===== config.mk =====
export PLATFORM = sky130hd
export DESIGN_NAME = perfmon_unit
export DESIGN_NICKNAME = d
export VERILOG_FILES = /design/src/rtl/perfmon_pkg.sv /design/src/rtl/perfmon_filter.sv /design/src/rtl/perfmon_counter.sv /design/src/rtl/perfmon_regs.sv /design/src/rtl/perfmon_unit.sv
export SDC_FILE = /design/constraint.sdc
export NUM_CORES = 2
export LEC_CHECK = 0
export BUFFER_PORTS_ARGS = -buffer_cell sky130_fd_sc_hd__buf_2
export CAP_MARGIN = 5
export CORE_MARGIN = 5
export CORE_UTILIZATION = 35
export DETAILED_ROUTE_END_ITERATION = 8
export GPL_TIMING_DRIVEN = 1
export SLEW_MARGIN = 5
export SYNTH_ARGS = -nofsm -noshare
export SYNTH_HDL_FRONTEND = slang
export SYNTH_SLANG_ARGS = --single-unit

===== constraint.sdc =====
create_clock -name clk -period 7 [get_ports clk]
set_input_delay 1.4 -clock clk [delete_from_list [all_inputs] [get_ports clk]]
set_output_delay 1.4 -clock clk [all_outputs]
set_load 0.01 [all_outputs]

===== src/rtl/perfmon_pkg.sv =====
`timescale 1ns/1ps
package perfmon_pkg;

    localparam int ADDR_W = 16;
    localparam int DATA_W = 32;
    localparam int CNT_W  = 64;
    localparam int ID_W   = 11;
    localparam int CODE_W = 8;
    localparam int LANES  = DATA_W / CODE_W;
    localparam int FILT_W = 2 * ID_W + 1;
    localparam int TT_BIT = 4;

    localparam logic [ADDR_W-1:0] A_RUN      = 16'h1C00;
    localparam logic [ADDR_W-1:0] A_CNT_EN   = 16'h1C04;
    localparam logic [ADDR_W-1:0] A_TAG_QUAL = 16'h1C08;
    localparam logic [ADDR_W-1:0] A_TGT_FILT = 16'h1C14;
    localparam logic [ADDR_W-1:0] A_SRC_FILT = 16'h1C18;
    localparam logic [ADDR_W-1:0] A_IMASK    = 16'h1C70;
    localparam logic [ADDR_W-1:0] A_ISTAT    = 16'h1C78;
    localparam logic [ADDR_W-1:0] A_ICLR     = 16'h1C7C;
    localparam logic [ADDR_W-1:0] A_EVSEL0   = 16'h1C80;
    localparam logic [ADDR_W-1:0] A_VERSION  = 16'h1CF0;
    localparam logic [ADDR_W-1:0] A_CNT_BASE = 16'h1D00;

    typedef enum logic [CODE_W-1:0] {
        EV_RX_REQ = 8'h40,
        EV_TX_REQ = 8'h5C,
        EV_CYCLE  = 8'h78
    } ev_code_e;

    // packed MSB first: mask [22:12], enable [11], id [10:0]
    typedef struct packed {
        logic [ID_W-1:0] mask;
        logic            en;
        logic [ID_W-1:0] id;
    } id_filt_t;

    typedef struct packed {
        logic            valid;
        logic            tag;
        logic [ID_W-1:0] src;
        logic [ID_W-1:0] tgt;
    } req_t;

    function automatic logic id_match(input id_filt_t f, input logic [ID_W-1:0] id);
        return !f.en || (((f.id ^ id) & ~f.mask) == '0);
    endfunction

endpackage


===== src/rtl/perfmon_filter.sv =====
`timescale 1ns/1ps
module perfmon_filter
    import perfmon_pkg::*;
(
    input  req_t     req,
    input  id_filt_t src_filt,
    input  id_filt_t tgt_filt,
    input  logic     tag_qual,
    output logic     hit
);
    // ID match on unmasked bits, R10 tag qualification
    assign hit = req.valid
              && (!tag_qual || req.tag)
              && id_match(src_filt, req.src)
              && id_match(tgt_filt, req.tgt);
endmodule


===== src/rtl/perfmon_counter.sv =====
`timescale 1ns/1ps
module perfmon_counter
    import perfmon_pkg::*;
(
    input  logic              clk,
    input  logic              rst,
    input  logic              inc,
    input  logic              wr_lo,
    input  logic              wr_hi,
    input  logic [DATA_W-1:0] wdata,
    output logic [CNT_W-1:0]  count,
    output logic              ovf
);
    localparam int HALF = CNT_W / 2;

    // a software write beats a same-edge increment
    assign ovf = inc && !wr_lo && !wr_hi && (&count);

    always_ff @(posedge clk) begin
        if (rst) begin
            count <= '0;
        end else if (wr_lo) begin
            count[HALF-1:0] <= wdata;
        end else if (wr_hi) begin
            count[CNT_W-1:HALF] <= wdata;
        end else if (inc) begin
            count <= count + 1'b1;
        end
    end

    a_r11_write_wins: assert property (@(posedge clk) disable iff (rst)
        wr_lo |=> (count[HALF-1:0] == $past(wdata)));

    a_r3_idle_hold: assert property (@(posedge clk) disable iff (rst)
        (!inc && !wr_lo && !wr_hi) |=> $stable(count));

    a_r6_wrap_to_zero: assert property (@(posedge clk) disable iff (rst)
        ovf |=> (count == '0));
endmodule


===== src/rtl/perfmon_regs.sv =====
`timescale 1ns/1ps
module perfmon_regs
    import perfmon_pkg::*;
#(
    parameter int          NUM_CNT = 8,
    parameter logic [31:0] VERSION = 32'h0002_0001
) (
    input  logic                             clk,
    input  logic                             rst,
    input  logic                             bus_valid,
    input  logic                             bus_write,
    input  logic [ADDR_W-1:0]                bus_addr,
    input  logic [DATA_W-1:0]                bus_wdata,
    output logic [DATA_W-1:0]                bus_rdata,
    input  logic [NUM_CNT-1:0][CNT_W-1:0]    cnt_val,
    input  logic [NUM_CNT-1:0]               ovf,
    output logic                             run_en,
    output logic [NUM_CNT-1:0]               cnt_en,
    output logic                             tag_qual,
    output id_filt_t                         src_filt,
    output id_filt_t                         tgt_filt,
    output logic [NUM_CNT-1:0][CODE_W-1:0]   ev_code,
    output logic [NUM_CNT-1:0]               cnt_wr_lo,
    output logic [NUM_CNT-1:0]               cnt_wr_hi,
    output logic [NUM_CNT-1:0]               int_mask,
    output logic [NUM_CNT-1:0]               int_status
);
    localparam int NUM_SEL = NUM_CNT / LANES;
    localparam int IDX_W   = $clog2(NUM_CNT);
    localparam int WIN     = NUM_CNT * 8;
    localparam int HALF    = CNT_W / 2;

    logic                wr;
    logic [ADDR_W-1:0]   cnt_off;
    logic                in_win;
    logic [IDX_W-1:0]    cnt_idx;
    logic                hi_word;
    logic [NUM_CNT-1:0]  clr_vec;
    logic [DATA_W-1:0]   evsel_q [NUM_SEL];

    assign wr      = bus_valid && bus_write;
    assign cnt_off = bus_addr - A_CNT_BASE;
    assign in_win  = (cnt_off < ADDR_W'(WIN)) && (cnt_off[1:0] == 2'b00);
    assign cnt_idx = cnt_off[IDX_W+2:3];
    assign hi_word = cnt_off[2];
    assign clr_vec = (wr && bus_addr == A_ICLR) ? bus_wdata[NUM_CNT-1:0] : '0;

    // control and configuration registers
    always_ff @(posedge clk) begin
        if (rst) begin
            run_en   <= 1'b0;
            cnt_en   <= '0;
            tag_qual <= 1'b0;
            src_filt <= '0;
            tgt_filt <= '0;
            int_mask <= '1;
            for (int k = 0; k < NUM_SEL; k++) evsel_q[k] <= '0;
        end else if (wr) begin
            case (bus_addr)
                A_RUN:      run_en   <= bus_wdata[0];
                A_CNT_EN:   cnt_en   <= bus_wdata[NUM_CNT-1:0];
                A_TAG_QUAL: tag_qual <= bus_wdata[TT_BIT];
                A_TGT_FILT: tgt_filt <= id_filt_t'(bus_wdata[FILT_W-1:0]);
                A_SRC_FILT: src_filt <= id_filt_t'(bus_wdata[FILT_W-1:0]);
                A_IMASK:    int_mask <= bus_wdata[NUM_CNT-1:0];
                default: ;
            endcase
            for (int k = 0; k < NUM_SEL; k++) begin
                if (bus_addr == A_EVSEL0 + ADDR_W'(4 * k)) evsel_q[k] <= bus_wdata;
            end
        end
    end

    // sticky wrap status: a new wrap outranks a clear on the same edge
    always_ff @(posedge clk) begin
        if (rst) int_status <= '0;
        else     int_status <= (int_status & ~clr_vec) | ovf;
    end

    always_comb begin
        for (int n = 0; n < NUM_CNT; n++) begin
            ev_code[n]   = evsel_q[n / LANES][CODE_W * (n % LANES) +: CODE_W];
            cnt_wr_lo[n] = wr && in_win && (cnt_idx == IDX_W'(n)) && !hi_word;
            cnt_wr_hi[n] = wr && in_win && (cnt_idx == IDX_W'(n)) && hi_word;
        end
    end

    always_comb begin
        bus_rdata = '0;
        if (in_win) begin
            bus_rdata = hi_word ? cnt_val[cnt_idx][CNT_W-1:HALF]
                                : cnt_val[cnt_idx][HALF-1:0];
        end else begin
            case (bus_addr)
                A_RUN:      bus_rdata = DATA_W'(run_en);
                A_CNT_EN:   bus_rdata = DATA_W'(cnt_en);
                A_TAG_QUAL: bus_rdata = DATA_W'(tag_qual) << TT_BIT;
                A_TGT_FILT: bus_rdata = DATA_W'(tgt_filt);
                A_SRC_FILT: bus_rdata = DATA_W'(src_filt);
                A_IMASK:    bus_rdata = DATA_W'(int_mask);
                A_ISTAT:    bus_rdata = DATA_W'(int_status);
                A_VERSION:  bus_rdata = VERSION;
                default: begin
                    for (int k = 0; k < NUM_SEL; k++) begin
                        if (bus_addr == A_EVSEL0 + ADDR_W'(4 * k)) bus_rdata = evsel_q[k];
                    end
                end
            endcase
        end
    end

    a_r6_status_sets: assert property (@(posedge clk) disable iff (rst)
        (|ovf) |=> ((int_status & $past(ovf)) == $past(ovf)));

    a_r7_clear_takes: assert property (@(posedge clk) disable iff (rst)
        ((clr_vec != '0) && (ovf == '0)) |=> ((int_status & $past(clr_vec)) == '0));

    a_r1_mask_after_reset: assert property (@(posedge clk) disable iff (rst)
        $past(rst) |-> (int_mask == '1 && int_status == '0 && !run_en));
endmodule


===== src/rtl/perfmon_unit.sv =====
`timescale 1ns/1ps
module perfmon_unit
    import perfmon_pkg::*;
#(
    parameter int          NUM_CNT = 8,
    parameter logic [31:0] VERSION = 32'h0002_0001
) (
    input  logic              clk,
    input  logic              rst,
    input  logic              bus_valid,
    input  logic              bus_write,
    input  logic [ADDR_W-1:0] bus_addr,
    input  logic [DATA_W-1:0] bus_wdata,
    output logic [DATA_W-1:0] bus_rdata,
    input  logic              rx_valid,
    input  logic [ID_W-1:0]   rx_src_id,
    input  logic [ID_W-1:0]   rx_tgt_id,
    input  logic              rx_tag,
    input  logic              tx_valid,
    input  logic [ID_W-1:0]   tx_src_id,
    input  logic [ID_W-1:0]   tx_tgt_id,
    input  logic              tx_tag,
    output logic              irq
);
    logic                           run_en;
    logic                           tag_qual;
    logic [NUM_CNT-1:0]             cnt_en;
    id_filt_t                       src_filt;
    id_filt_t                       tgt_filt;
    logic [NUM_CNT-1:0][CODE_W-1:0] ev_code;
    logic [NUM_CNT-1:0]             cnt_wr_lo;
    logic [NUM_CNT-1:0]             cnt_wr_hi;
    logic [NUM_CNT-1:0]             int_mask;
    logic [NUM_CNT-1:0]             int_status;
    logic [NUM_CNT-1:0][CNT_W-1:0]  cnt_val;
    logic [NUM_CNT-1:0]             ovf;
    req_t [1:0]                     streams;
    logic [1:0]                     req_hit;

    assign streams[0] = '{valid: rx_valid, tag: rx_tag, src: rx_src_id, tgt: rx_tgt_id};
    assign streams[1] = '{valid: tx_valid, tag: tx_tag, src: tx_src_id, tgt: tx_tgt_id};

    perfmon_regs #(.NUM_CNT(NUM_CNT), .VERSION(VERSION)) u_regs (
        .clk        (clk),
        .rst        (rst),
        .bus_valid  (bus_valid),
        .bus_write  (bus_write),
        .bus_addr   (bus_addr),
        .bus_wdata  (bus_wdata),
        .bus_rdata  (bus_rdata),
        .cnt_val    (cnt_val),
        .ovf        (ovf),
        .run_en     (run_en),
        .cnt_en     (cnt_en),
        .tag_qual   (tag_qual),
        .src_filt   (src_filt),
        .tgt_filt   (tgt_filt),
        .ev_code    (ev_code),
        .cnt_wr_lo  (cnt_wr_lo),
        .cnt_wr_hi  (cnt_wr_hi),
        .int_mask   (int_mask),
        .int_status (int_status)
    );

    for (genvar s = 0; s < 2; s++) begin : g_stream
        perfmon_filter u_filt (
            .req      (streams[s]),
            .src_filt (src_filt),
            .tgt_filt (tgt_filt),
            .tag_qual (tag_qual),
            .hit      (req_hit[s])
        );
    end

    for (genvar n = 0; n < NUM_CNT; n++) begin : g_cnt
        logic ev_hit;
        logic inc;

        // event steering by code
        always_comb begin
            case (ev_code[n])
                EV_RX_REQ: ev_hit = req_hit[0];
                EV_TX_REQ: ev_hit = req_hit[1];
                EV_CYCLE:  ev_hit = 1'b1;
                default:   ev_hit = 1'b0;
            endcase
        end

        assign inc = run_en && cnt_en[n] && ev_hit;

        perfmon_counter u_cnt (
            .clk   (clk),
            .rst   (rst),
            .inc   (inc),
            .wr_lo (cnt_wr_lo[n]),
            .wr_hi (cnt_wr_hi[n]),
            .wdata (bus_wdata),
            .count (cnt_val[n]),
            .ovf   (ovf[n])
        );
    end

    assign irq = |(int_status & ~int_mask);

    a_r8_masked_quiet: assert property (@(posedge clk) disable iff (rst)
        (int_mask == '1) |-> !irq);

    a_r4_disabled_holds: assert property (@(posedge clk) disable iff (rst)
        (!run_en && cnt_wr_lo == '0 && cnt_wr_hi == '0) |=> $stable(cnt_val));
endmodule


## Yosys cells after proc, flatten, opt, wreduce, memory -nomap -nowiden

Memories as Yosys holds them, arrays and structs flattened.
Cells that the tools add are included.
W data, S select, Z words.

- Flip-flop bits (word level): 584
- Latch bits: 0
- RAM bits: 64
- ROM bits: 0
- Word-level logic and storage cells: 327
- Memories: 1

- Add/subtract/negate cells: 9
- $mul: 0
- Div/mod/pow operators: 0
- Order comparisons: 2
- Eq/ne operators: 50
- Shift operators: 0
- Multiplexer cells: 60
- Bitwise gates (word level): 25
- Reductions and logical operators: 153

Memories:

| memory | depth | bits a word | rd ports | clocked after memory_dff | write ports | line | RTL |
|---|---|---|---|---|---|---|---|
| u_regs.evsel_q | 2 | 32 | 2 | 0 | 2 | perfmon_regs.sv:39 | `logic [DATA_W-1:0] evsel_q [NUM_SEL];` |

Operators with widths:

| cell | number |
|---|---|
| $mux W32 | 30 |
| $mux W64 | 9 |
| $add A64 B1 Y64 const B | 8 |
| $reduce_and A64 Y1 | 8 |
| $pmux W32 S8 | 1 |
| $bmux W64 S3 | 1 |
| $eq A8 B7 Y1 const B | 24 |
| $eq A16 B13 Y1 const B | 11 |
| $logic_and A1 B1 Y1 | 74 |
| $and A11 B11 Y11 | 4 |
| $logic_not A11 Y1 | 4 |
| $reduce_and A2 Y1 | 22 |
| $xor A11 B11 Y11 | 4 |
| $reduce_bool A2 Y1 | 16 |
| $pmux W1 S3 | 8 |
| $not A11 Y11 | 2 |
| $logic_not A1 Y1 | 20 |
| $and A8 B8 Y8 | 2 |
| $lt A16 B7 Y1 const B | 1 |
| $ne A2 B1 Y1 const B | 8 |
| $not A8 Y8 | 2 |
| $sub A16 B13 Y16 const B | 1 |
| $eq A3 B3 Y1 const B | 4 |
| $mux W1 | 10 |
| other kinds (11) | 25 |

## Logic depth before layout (Yosys ltp)

- Word-level depth: 12
- Mapped depth: 13
- Gate-level depth less buffers: 9

## Hierarchy

From an unflattened synthesis, not the netlist that was laid out.

- Cells, all modules: 5597
- Area total of the unflattened synthesis: 46430.8 sq um

Modules (own cells, without submodules):

| module | instances | cells each | area each (sq um) | seq. area each (sq um) |
|---|---|---|---|---|
| perfmon_counter | 8 | 573 | 4405.5 | 1281.2 |
| perfmon_regs | 1 | 862 | 10070.9 | 3363.2 |
| perfmon_filter | 2 | 40 | 306.5 | 0.0 |
| perfmon_unit | 1 | 71 | 503.0 | 0.0 |

## Least setup slack after synthesis

OpenSTA, ideal clock, no wires.

- Kind: in2out
- Start: input port bus_addr[3]
- End: output port bus_rdata[29]
- Data arrival time: 4124 ps
- Required time: 5600 ps
- Path slack: 1476 ps
- Cell stages on the path: 8
- Path buffers: 4
- Path through: clkbuf_1 -> buf_1 -> buf_1 -> clkbuf_1 -> mux4_2 -> mux4_2 -> a222oi_1 -> inv_1

- Word-level cells in the longest chain between the ends: 5

Ends and longest elaborated chain:

| what | line | RTL |
|---|---|---|
| start, declared | perfmon_unit.sv:12 | `input logic [ADDR_W-1:0] bus_addr,` |
| parallel branches: the longest is 4 deep, another holds $sub A16 B13 Y16 | - |  |
| $mux W32 * | perfmon_regs.sv:90 | `if (in_win) begin` |
| end, declared | perfmon_unit.sv:14 | `output logic [DATA_W-1:0] bus_rdata,` |

Mark *: on every way between the ends. The select of a mux whose other input is x is not followed.

## Worst setup path after layout

- Start: input port bus_addr[9]
- End: output port bus_rdata[5]

- Word-level cells in the longest chain between the ends: 5

Ends and longest elaborated chain:

| what | line |
|---|---|
| parallel branches: the longest is 4 deep, another holds $sub A16 B13 Y16 | - |
| $mux W32 * | perfmon_regs.sv:90 |

Mark *: on every way between the ends.

==> run_results.csv <==
group,metric,value,unit
outcome,outcome,"finished with violations",
outcome,violations,"design-rule violations",
hold_path,holdCritStartpoint,"g_cnt[6].u_cnt.count[24]",
critical_path,r2r-end,"g_cnt[7].u_cnt.count[57]",
clocking,cts_max_path_buffers,3,
routing,vias,40300,
clocking,cts_buffers,76,
routing,ant_nets,0,
global_route,grt_pass1_vias,36600,
critical_path,path_max_fanout,25,
logic_synthesis,synth_warnings,0,
clocking,cts_tree,"done",
power,p_total,8.37,mW
critical_path,reg2reg_slack,2.56,ns
place,dpl_worst_slack,0.939,ns
logic_synthesis,syn_nets,4844,
hold_path,holdPathStages,1,
routing,drc,20,
clocking,clkLatencyLatePin,0.66,ns
timing,finalCritPeriodShare,89.4,%
floorplan,row_count,123,
global_route,grt_first_pass_wirelength,263,mm
timing,fmax,160,MHz
place,placed_area,41600,um^2
logic_synthesis,synth-edff-count,64,
logic_synthesis,synthesis.area,39800,um^2
critical_path,cp.required,5.60,ns
hold_path,hold_end,"g_cnt[6].u_cnt.count[24]",
global_route,grtUsageTotal,29.0,%
power,p_leak,13.8,nW
routing,dr.pass1.iters,9,
finish,final_cell_mix,"nor2_1, dfxtp_1, a211oi_1, nand2_1, xnor2_1",
logic_synthesis,synth_ff_type,"dfxtp_1",
clocking,htreeDepth,3,
clocking,clkSlewWorstSetupHoldPaths,0.06,ns
clocking,clockRootBuffer,"clkbuf_16",
global_route,antenna_found_initial,11,
critical_path,rr_startpoint,"u_regs.tgt_filt[4]",
clocking,cts_hold_buffers,0,
logic_synthesis,yosysUniqueCellTypes,77,
timing,hold_viol,0,
finish,layout_commonest_cell,"nor2_1",
place,routabilityCongestion,1.00,
global_route,busiest_layer,"met2",
logic_synthesis,seq_area_frac_synth,34.2,%
timing,min_period,6.26,ns
finish,multi_input_comb_area,24500,um^2
critical_path,critical_path_class,"primary input to output port",
place,dpl.hpwl,127,mm
routing,wire_per_inst,29.7,um
place,io_buffers,132,
clocking,postCtsSetupRepairBufs,0,
floorplan,start_util,35.3,%
finish,syn_to_final_growth,11.1,%
logic_synthesis,avgSynthCellArea,8.39,um^2
floorplan,die_x,347,um
critical_path,cp.buffers_inverters,3,
power,powerDensity,190,nW/um^2
finish,drive_gt1_share,12.2,%
hold_path,hold_path.class,"flip-flop to flip-flop",
critical_path,reg2regPathDepth,9,
floorplan,coreArea,113000,um^2
timing,setup_tns,0,ns
finish,fillers,11400,
power,vdd_drop_max,0.000142,V
logic_synthesis,ys_seq_elements,648,
timing,setup_ws,0.739,ns
critical_path,worstSetupStartpointType,"primary input",
global_route,grt_remaining_overflow,0,
logic_synthesis,synthArstFlopShare,0,%
timing,finClkSkew,0.0490,ns
finish,seqCellArea,13600,um^2
floorplan,pin_count,133,
clocking,clkSinkCount,648,
critical_path,path_cells,"buf_2 > nor4bb_1 > nand3_1 > or3b_2 > nor2_1 > and3_1 > buf_4 > or4_1 > a221oi_1 > o21ai_0 > buf_2",
critical_path,worst-endpoint-arrival,4.86,ns
critical_path,cp_common_cell,"buf_2",
routing,via_per_inst,6.50,
floorplan,fp.dieArea,120000,um^2
global_route,grt_use_met1,38.0,%
timing,tightestPinTransition,1.28,ns
global_route,use_met2,42.7,%
critical_path,crit_path_end_kind,"output port",
critical_path,slowest_stage,"or3b_2",
clocking,post_cts_resized,0,
routing,wirelength,184,mm
critical_path,crit_family,"simple AND/OR/NAND/NOR gates",
finish,fin_nets,4733,
logic_synthesis,postSynthCellCount,4736,
timing,maxSlewViolCount,0,
routing,first_iter_violations,5950,
timing,finalSetupViolCount,0,
floorplan,die_y,347,um
global_route,grt_max_degree,89,
flow_run,max_cap_viol_count,0,
critical_path,slowest_delay,0.62,ns
global_route,grt_use_met3,7.85,%
timing,slew-limit-headroom,14.9,%
finish,stdcell_area,44200,um^2
timing,rsz0062_at_grt,"false",
metal layers:
layer  wire (um)  vias to the layer above
li1            -                    17500
met3       23400                      618
met1       70500                    19400
met2       77100                     2703
met4       13000                        4
met5          23                        -
how the worst max path moves through the flow:
stage,from,endpoint,slack (ns),cells past startpoint
floorplan,bus_addr[3],bus_rdata[29],1.48,8
global placement,bus_addr[9],bus_rdata[3],0.87,11
detailed placement,bus_addr[9],bus_rdata[5],0.94,11
CTS,bus_addr[9],bus_rdata[5],0.93,11
global route,bus_addr[9],bus_rdata[4],0.65,11
finish,bus_addr[9],bus_rdata[5],0.74,11
metrics by stage:
stage | utilization [%] | hold slack [ns] | cells
floorplan | - | 0.444 | 4736
global placement | 36.9 | 0.475 | 6047
detailed placement | 36.9 | 0.485 | 6047
CTS | 39.2 | 0.493 | 6184
global route | 39.2 | 0.529 | 6184
finish | 39.2 | 0.499 | 6190
cells in the mapped netlist, drive strengths merged (9+ instances only):
cell,count,area [um^2]
nor4b,29,254
nor3b,21,158
nand2b,16,100
nand4,156,976
nor4,86,538
a22oi,22,165
o21ai,153,766
or3,30,188
or4,34,255
a21oi,152,761
o22ai,30,188
nand2,368,1380
a31o,12,105
a221oi,11,96.3
dfxtp,584,11700
nor3,194,982
o211ai,9,67.6
a31oi,14,87.6
a2111oi,17,149
a311oi,65,569
and2,77,482
o31ai,24,180
mux4,160,3600
o21a,16,120
or2,14,87.6
nand3,196,981
a222oi,31,310
and3,145,907
xnor2,255,2230
clkbuf,362,1360
nor2b,12,75.1
and4,47,412
buf,48,185
a211oi,368,2770
inv,73,274
edfxtp,64,1920
a21o,11,82.6
xor2,102,893
mux2i,17,170
nor2,615,2310
flip-flops by register name, summed over array words and instances, names as in the netlist:
| name | cells |
|---|---|
| u_regs.run_en | 1 |
| u_regs.int_mask | 8 |
| u_regs.cnt_en | 8 |
| u_regs.tag_qual | 1 |
| u_regs.tgt_filt | 23 |
| u_regs.src_filt | 23 |
| g_cnt.u_cnt.count | 512 |
| u_regs.evsel_q | 64 |
| u_regs.int_status | 8 |
logic make-up after synthesis:
group                    Yosys count  share of synthesized area [%]
AO/OA/AOI/OAI                    993                           17.5
XOR/XNOR                         357                           7.86
adder cells (fa/ha/maj)            8                          0.252
buffers and inverters            484                           4.59
flip-flops                       648                           34.2
multiplexers                     184                           9.69
AND/OR/NAND/NOR                 2062                           25.9
area by class of cell:
class | count | area share (%)
clock buffer | 110 | 5.12
clock inverter | 27 | 0.638
timing repair buffer | 221 | 3.12
antenna | 6 | 0.0340
tap | 1500 | 4.25
inverter | 74 | 0.632
sequential | 648 | 30.8
multi-input combinational | 3604 | 55.4
where the power goes:
group	switching (mW)	internal [mW]	leakage [nW]
sequential	0.0211	3.76	5.31
combinational	0.335	0.100	7.20
clock	1.75	2.40	1.25
No activity file was read; power rests on OpenSTA's default activity.
